[config.mk]
export PLATFORM = sky130hd
export DESIGN_NAME = rtc_irq_ctrl
export DESIGN_NICKNAME = d
export VERILOG_FILES = /design/src/rtl/rtc_irq_pkg.sv /design/src/rtl/rtc_irq_periodic.sv /design/src/rtl/rtc_irq_status.sv /design/src/rtl/rtc_irq_outputs.sv /design/src/rtl/rtc_irq_ctrl.sv
export SDC_FILE = /design/constraint.sdc
export NUM_CORES = 1
export LEC_CHECK = 0
export BUFFER_PORTS_ARGS = -buffer_cell sky130_fd_sc_hd__buf_2
export CAP_MARGIN = 20
export CORE_MARGIN = 1
export CORE_UTILIZATION = 30
export CTS_BUF_LIST = sky130_fd_sc_hd__clkbuf_8
export DETAILED_ROUTE_END_ITERATION = 6
export GPL_TIMING_DRIVEN = 0
export SLEW_MARGIN = 20
export SYNTH_ARGS = -nofsm -noshare
export SYNTH_HDL_FRONTEND = slang
export SYNTH_SLANG_ARGS = --single-unit
[constraint.sdc]
create_clock -name clk -period 2.1 [get_ports clk]
set_input_delay 0.42 -clock clk [delete_from_list [all_inputs] [get_ports clk]]
set_output_delay 0.42 -clock clk [all_outputs]
set_load 0.05 [all_outputs]
[src/rtl/rtc_irq_pkg.sv]
// Package: shared constants for the RTC interrupt block.
// Holds register addresses, bit positions and widths used by the modules
// and the checker. Assumes an 8-bit data bus.
package rtc_irq_pkg;
    localparam int DATA_W    = 8;
    localparam int ADDR_W    = 3;
    localparam int NUM_RATES = 6;
    localparam int NUM_AUX   = 2;
    localparam int ENB_W     = 2 + NUM_AUX;

    localparam logic [ADDR_W-1:0] A_MAIN  = 3'd0;
    localparam logic [ADDR_W-1:0] A_OMODE = 3'd2;
    localparam logic [ADDR_W-1:0] A_PFLAG = 3'd3;   // bank 0
    localparam logic [ADDR_W-1:0] A_ENA   = 3'd3;   // bank 1
    localparam logic [ADDR_W-1:0] A_ENB   = 3'd4;   // bank 1

    localparam int B_SUM   = 0;
    localparam int B_PF    = 1;
    localparam int B_ALARM = 2;
    localparam int B_PER   = 3;
    localparam int B_AUX0  = 4;
    localparam int B_BANK  = 6;
    localparam int B_PAGE  = 7;
endpackage

[src/rtl/rtc_irq_periodic.sv]
// Periodic flag register and periodic-summary event.
// Each rate flag sets on its tick and clears as a whole on a read strobe.
// Assumes ticks are single-cycle pulses. A tick wins over a clear.
module rtc_irq_periodic #(
    parameter int NUM_RATES = 6
) (
    input  logic                 clk,
    input  logic                 rst_n,
    input  logic [NUM_RATES-1:0] tick,
    input  logic [NUM_RATES-1:0] rate_en,
    input  logic                 rd_clear,
    output logic [NUM_RATES-1:0] pflag_q,
    output logic                 per_evt
);
    // Hold rate flags; clear on read, new ticks take priority.
    always_ff @(posedge clk) begin
        if (!rst_n) begin
            pflag_q <= '0;
        end else begin
            pflag_q <= (rd_clear ? '0 : pflag_q) | tick;
        end
    end

    // Enabled ticks form the event for main status bit 3.
    always_comb begin
        per_evt = |(tick & rate_en);
    end
endmodule

[src/rtl/rtc_irq_status.sv]
// Main status flags D1..D5.
// D2..D5 set on their events and clear on a write-one strobe, with the event
// winning. D1 (power fail) sets while enabled during a fail and follows the
// fail level back down.
module rtc_irq_status #(
    parameter int NUM_AUX = 2
) (
    input  logic               clk,
    input  logic               rst_n,
    input  logic               per_evt,
    input  logic               evt_alarm,
    input  logic [NUM_AUX-1:0] evt_aux,
    input  logic               pwr_fail,
    input  logic               pf_en,
    input  logic               clr_alarm,
    input  logic               clr_per,
    input  logic [NUM_AUX-1:0] clr_aux,
    output logic               pf_q,
    output logic               alarm_q,
    output logic               per_q,
    output logic [NUM_AUX-1:0] aux_q
);
    // Power-fail flag: armed by enable, held until the input drops.
    always_ff @(posedge clk) begin
        if (!rst_n) begin
            pf_q <= 1'b0;
        end else begin
            pf_q <= pwr_fail & (pf_q | pf_en);
        end
    end

    // Alarm and periodic-summary flags with write-one clear.
    always_ff @(posedge clk) begin
        if (!rst_n) begin
            alarm_q <= 1'b0;
            per_q   <= 1'b0;
        end else begin
            alarm_q <= (alarm_q & ~clr_alarm) | evt_alarm;
            per_q   <= (per_q & ~clr_per) | per_evt;
        end
    end

    // Spare event flags, one per input, same clearing rule.
    for (genvar k = 0; k < NUM_AUX; k++) begin : g_aux
        always_ff @(posedge clk) begin
            if (!rst_n) begin
                aux_q[k] <= 1'b0;
            end else begin
                aux_q[k] <= (aux_q[k] & ~clr_aux[k]) | evt_aux[k];
            end
        end
    end
endmodule

[src/rtl/rtc_irq_outputs.sv]
// Output gating: combines flags with enables, routes power fail to one pin,
// and forms the summary bit from the pin states.
// Assumes all inputs come from registers, so the pins do not glitch.
module rtc_irq_outputs #(
    parameter int NUM_RATES = 6,
    parameter int NUM_AUX   = 2
) (
    input  logic                 pf_q,
    input  logic                 alarm_q,
    input  logic                 per_q,
    input  logic [NUM_AUX-1:0]   aux_q,
    input  logic                 pf_en,
    input  logic                 alarm_en,
    input  logic [NUM_AUX-1:0]   aux_en,
    input  logic [NUM_RATES-1:0] rate_en,
    input  logic                 pf_to_mfo,
    output logic                 intr_n,
    output logic                 mfo_n,
    output logic                 summary
);
    logic pf_act;
    logic intr_req;
    logic mfo_req;

    // Gate each flag by its enable and pick the pin for power fail.
    always_comb begin
        pf_act   = pf_q & pf_en;
        intr_req = (alarm_q & alarm_en) | (per_q & (|rate_en))
                 | (|(aux_q & aux_en)) | (pf_act & ~pf_to_mfo);
        mfo_req  = pf_act & pf_to_mfo;
        intr_n   = ~intr_req;
        mfo_n    = ~mfo_req;
        summary  = intr_req | mfo_req;
    end
endmodule

[src/rtl/rtc_irq_ctrl.sv]
// Top of the RTC interrupt block: register port decode, enable and routing
// registers, and the flag and output submodules.
// Assumes single-cycle read/write strobes that are never both high. Read data
// is combinational and shows pre-clear values in the strobe cycle.
module rtc_irq_ctrl
    import rtc_irq_pkg::*;
(
    input  logic                 clk,
    input  logic                 rst_n,
    input  logic [ADDR_W-1:0]    bus_addr,
    input  logic                 bus_rd,
    input  logic                 bus_wr,
    input  logic [DATA_W-1:0]    bus_wdata,
    output logic [DATA_W-1:0]    bus_rdata,
    input  logic [NUM_RATES-1:0] tick,
    input  logic                 evt_alarm,
    input  logic [NUM_AUX-1:0]   evt_aux,
    input  logic                 pwr_fail,
    output logic                 intr_n,
    output logic                 mfo_n
);
    logic                 page_q;
    logic                 bank_q;
    logic                 pf_to_mfo;
    logic [NUM_RATES-1:0] rate_en;
    logic [ENB_W-1:0]     enb_q;
    logic                 hit_main_wr;
    logic                 hit_omode_wr;
    logic                 hit_ena_wr;
    logic                 hit_enb_wr;
    logic                 pflag_rd;
    logic [NUM_RATES-1:0] pflag_q;
    logic                 per_evt;
    logic                 pf_q;
    logic                 alarm_q;
    logic                 per_q;
    logic [NUM_AUX-1:0]   aux_q;
    logic [NUM_AUX-1:0]   clr_aux;
    logic                 summary;
    logic                 pg0_b0;
    logic                 pg0_b1;

    // Decode page/bank windows and the access strobes.
    always_comb begin
        pg0_b0       = ~page_q & ~bank_q;
        pg0_b1       = ~page_q &  bank_q;
        hit_main_wr  = bus_wr & (bus_addr == A_MAIN);
        hit_omode_wr = bus_wr & pg0_b0 & (bus_addr == A_OMODE);
        hit_ena_wr   = bus_wr & pg0_b1 & (bus_addr == A_ENA);
        hit_enb_wr   = bus_wr & pg0_b1 & (bus_addr == A_ENB);
        pflag_rd     = bus_rd & pg0_b0 & (bus_addr == A_PFLAG);
        clr_aux      = hit_main_wr ? bus_wdata[B_AUX0 +: NUM_AUX] : '0;
    end

    // Page/bank select bits, written through the main status address.
    always_ff @(posedge clk) begin
        if (!rst_n) begin
            page_q <= 1'b0;
            bank_q <= 1'b0;
        end else if (hit_main_wr) begin
            page_q <= bus_wdata[B_PAGE];
            bank_q <= bus_wdata[B_BANK];
        end
    end

    // Enable registers A (rates) and B (power fail, alarm, spares).
    always_ff @(posedge clk) begin
        if (!rst_n) begin
            rate_en <= '0;
            enb_q   <= '0;
        end else begin
            if (hit_ena_wr) rate_en <= bus_wdata[NUM_RATES-1:0];
            if (hit_enb_wr) enb_q   <= bus_wdata[ENB_W-1:0];
        end
    end

    // Output mode register: bit 0 steers power fail to the multifunction pin.
    always_ff @(posedge clk) begin
        if (!rst_n) begin
            pf_to_mfo <= 1'b0;
        end else if (hit_omode_wr) begin
            pf_to_mfo <= bus_wdata[0];
        end
    end

    rtc_irq_periodic #(.NUM_RATES(NUM_RATES)) u_periodic (
        .clk      (clk),
        .rst_n    (rst_n),
        .tick     (tick),
        .rate_en  (rate_en),
        .rd_clear (pflag_rd),
        .pflag_q  (pflag_q),
        .per_evt  (per_evt)
    );

    rtc_irq_status #(.NUM_AUX(NUM_AUX)) u_status (
        .clk       (clk),
        .rst_n     (rst_n),
        .per_evt   (per_evt),
        .evt_alarm (evt_alarm),
        .evt_aux   (evt_aux),
        .pwr_fail  (pwr_fail),
        .pf_en     (enb_q[0]),
        .clr_alarm (hit_main_wr & bus_wdata[B_ALARM]),
        .clr_per   (hit_main_wr & bus_wdata[B_PER]),
        .clr_aux   (clr_aux),
        .pf_q      (pf_q),
        .alarm_q   (alarm_q),
        .per_q     (per_q),
        .aux_q     (aux_q)
    );

    rtc_irq_outputs #(.NUM_RATES(NUM_RATES), .NUM_AUX(NUM_AUX)) u_outputs (
        .pf_q      (pf_q),
        .alarm_q   (alarm_q),
        .per_q     (per_q),
        .aux_q     (aux_q),
        .pf_en     (enb_q[0]),
        .alarm_en  (enb_q[1]),
        .aux_en    (enb_q[2 +: NUM_AUX]),
        .rate_en   (rate_en),
        .pf_to_mfo (pf_to_mfo),
        .intr_n    (intr_n),
        .mfo_n     (mfo_n),
        .summary   (summary)
    );

    // Read multiplexer over the visible registers of the current window.
    always_comb begin
        bus_rdata = '0;
        if (bus_addr == A_MAIN) begin
            bus_rdata[B_SUM]                = summary;
            bus_rdata[B_PF]                 = pf_q;
            bus_rdata[B_ALARM]              = alarm_q;
            bus_rdata[B_PER]                = per_q;
            bus_rdata[B_AUX0 +: NUM_AUX]    = aux_q;
            bus_rdata[B_BANK]               = bank_q;
            bus_rdata[B_PAGE]               = page_q;
        end else if (pg0_b0 && bus_addr == A_OMODE) begin
            bus_rdata[0] = pf_to_mfo;
        end else if (pg0_b0 && bus_addr == A_PFLAG) begin
            bus_rdata[NUM_RATES-1:0] = pflag_q;
        end else if (pg0_b1 && bus_addr == A_ENA) begin
            bus_rdata[NUM_RATES-1:0] = rate_en;
        end else if (pg0_b1 && bus_addr == A_ENB) begin
            bus_rdata[ENB_W-1:0] = enb_q;
        end
    end
endmodule

==> flow_summary.ini <==
[grt]
grt_pass1_wl_mm = 5.802
grt_pass1_vias = 1158
grt_usage = 0.1800
grt_max_degree = 13
antenna_found_initial = 0
grt_overflow_total = 0

[placement]
dp_cells = 219
place_hpwl_mm = 2.691
port_buffers = 32
place_congestion = 0.9047

[clock_tree]
clockBufferDepth = 2
cts_tree = built
cts_hold_buffers = 0
insertion_delay_ps = 270
cts_buffers = 3
cts-root-buf = clkbuf_8
cts.htree.levels = 1
clock_sinks = 24
clkSlewWorstSetupHoldPaths_ps = 80

[logic_synthesis]
post-synth-top-area-cell = dfxtp_1
syn-num-nets = 164
synth_warnings = 0
netlist_instances = 139
synth_area_sq_um = 1225
yosysSeqAreaShare = 0.3922
synthDistinctLibCells = 35
synth_top_area_share = 0.3922
synth.area.top_cells = dfxtp_1 (39%), nor2b_1 (7.7%), nand3_1 (4.9%)
avgSynthCellArea_sq_um = 8.812
ys_seq_elements = 24

[setup_path]
path_class = flop to output port
end_kind = output port
crit_required_ps = 1680
cp-start-kind = flop
worstPathMaxFanout = 2
crit_arrival_ps = 1810

[final_layout]
syn2layout_area_growth_pct = 36.47
final_cell_mix = buf_2 (26), dfxtp_1 (20), nand2_1 (16)
fin_cells = 225
layout_commonest_cell = buf_2
drive_above_1_share = 0.3333
layout.nets = 204
n_fill_cell = 396
diodes = 0

[run_status]
outcome = finished with violations
violations = negative setup slack

[timing]
fin_tns_setup_ps = -177.5
drv_slew = 0
setup_viol = 3
clock.fmax_mhz = 448.0
finalClockSkew_ps = 1.653
hold_viol_final = 0
fin_crit_ps = 2232
tightest_slew_ps = 619.1
fin_ws_ps = -132.0
grt_setup_unrepaired = true
post-route-period-util = 1.063
relSlewSlack = 0.5855

[power_and_ir_drop]
cellPowerDensity_nw_per_um2 = 538.6
leakage_nw = 0.6693
peakVddDrop_mv = 0.2007
p_total_w = 0.0009003

[routing]
vias_per_cell = 5.511
post_drt_wl_per_cell_um = 16.48
drc = 0
drtAntennaViolNets = 0
drtIter0Drc = 87
postRouteWirelength_mm = 3.708
dr.pass1.iters = 4
num_vias = 1240

[floorplan]
boundaryPins = 35
rows = 22
die_w_um = 65.90
die-area_sq_um = 4343
fp.coreArea_sq_um = 3799
fp.dieH_um = 65.90
initial_utilization = 0.3225

[worst_hold_path]
hold_path_class = primary input to flop

[flow_run]
maxCapViolCount = 0
## per-layer routing
layer,GRT usage,vias up,share of wire
met1,0.2495,597,0.46
met3,0.02241,7,0.056
met5,0,-,0
met4,0.05707,0,0.018
met2,0.2857,46,0.47
li1,-,590,-
## path summary, 6_finish.rpt
path,to,cells after the start,startpoint,slack [ps]
hold reg to reg,enb_q[1],2,enb_q[1],500
setup reg to reg,pf_to_mfo,5,bank_q,660
hold / removal,u_status.alarm_q,3,evt_alarm,380
setup / recovery,bus_rdata[0],5,rate_en[0],-130
## timing repair
action	CTS	global route
setup endpoints to repair	7	6
setup buffers	2	1
gates resized for setup	21	14
cloned	0	0
hold endpoints to repair	0	0
pin swaps	4	3
## worst max-delay path, cell delays in order, from the launching register on
cell	delay, ps
dfxtp_2	330
or4_4	540
o31ai_4	200
and3_1	210
o22ai_2	90
buf_6	170
## area by class of cell
class | instances | area [sq um] | area share
Inverter | 2 | 7.507 | 0.004491
Tap cell | 48 | 60.06 | 0.03593
Timing Repair Buffer | 35 | 212.7 | 0.1272
Sequential cell | 24 | 490.5 | 0.2934
Clock buffer | 3 | 41.29 | 0.02470
Multi-Input combinational cell | 106 | 794.5 | 0.4753
Buffer | 7 | 65.06 | 0.03892
## state kept, by name, summed over array words and instances, names as in the netlist
register and count:
u_status.pf_q 1, u_periodic.pflag_q 6, u_status.per_q 1, u_status.aux_q 2
bank_q 1, enb_q 4, u_status.alarm_q 1, pf_to_mfo 1
page_q 1, rate_en 6
## per-stage QoR
step	setup slack [ps]	cell area, sq um	utilization	hold WS, ps
3_5_place_dp	-224.5	1469	0.3867	495.5
6_report	-132.0	1672	0.4401	383.2
5_1_grt	-174.4	1672	0.4401	387.5
2_1_floorplan	-222.3	1249	-	455.7
3_3_place_gp	-196.2	1469	0.3867	479.9
4_1_cts	-206.9	1602	0.4216	378.7
## report_power, final
| part | switching, W | total, W | internal (W) |
|---|---|---|---|
| Sequential | 0.0000118 | 0.000479 | 0.000467 |
| Clock | 0.000141 | 0.000270 | 0.000128 |
| Combinational | 0.0000857 | 0.000152 | 0.0000662 |
## Yosys cell counts
library cell  number
dfxtp_1           24
nand2_1           16
nor2b_1           15
nand3_1           12
a21oi_1           10
a21boi_0           8
a22oi_1            5
mux2i_1            5
a222oi_1           4
nor2_1             4
and2_1             3
clkbuf_1           3
a211oi_1           2
a221oi_1           2
and3_1             2
buf_6              2
inv_1              2
nor3_1             2
o211a_1            2
a21o_1             1
and2_4             1
and3b_4            1
buf_2              1
clkbuf_2           1
nand2b_1           1
nand3b_1           1
nand4_1            1
nor2b_2            1
nor4b_2            1
nor4b_4            1
o22ai_1            1
o31a_1             1
o31ai_1            1
or3_1              1
or4_1              1
## kinds of logic (layout without fill, tap and decap cells)
logic type	after synthesis	count (layout)	synth area share
muxes	5	5	0.04086
and+or+nand+nor	64	64	0.3044
DFF	24	24	0.3922
buffers and inverters	9	47	0.04187
AOI/OAI and AO/OA	37	37	0.2207
No activity file was read; power rests on OpenSTA's default activity.
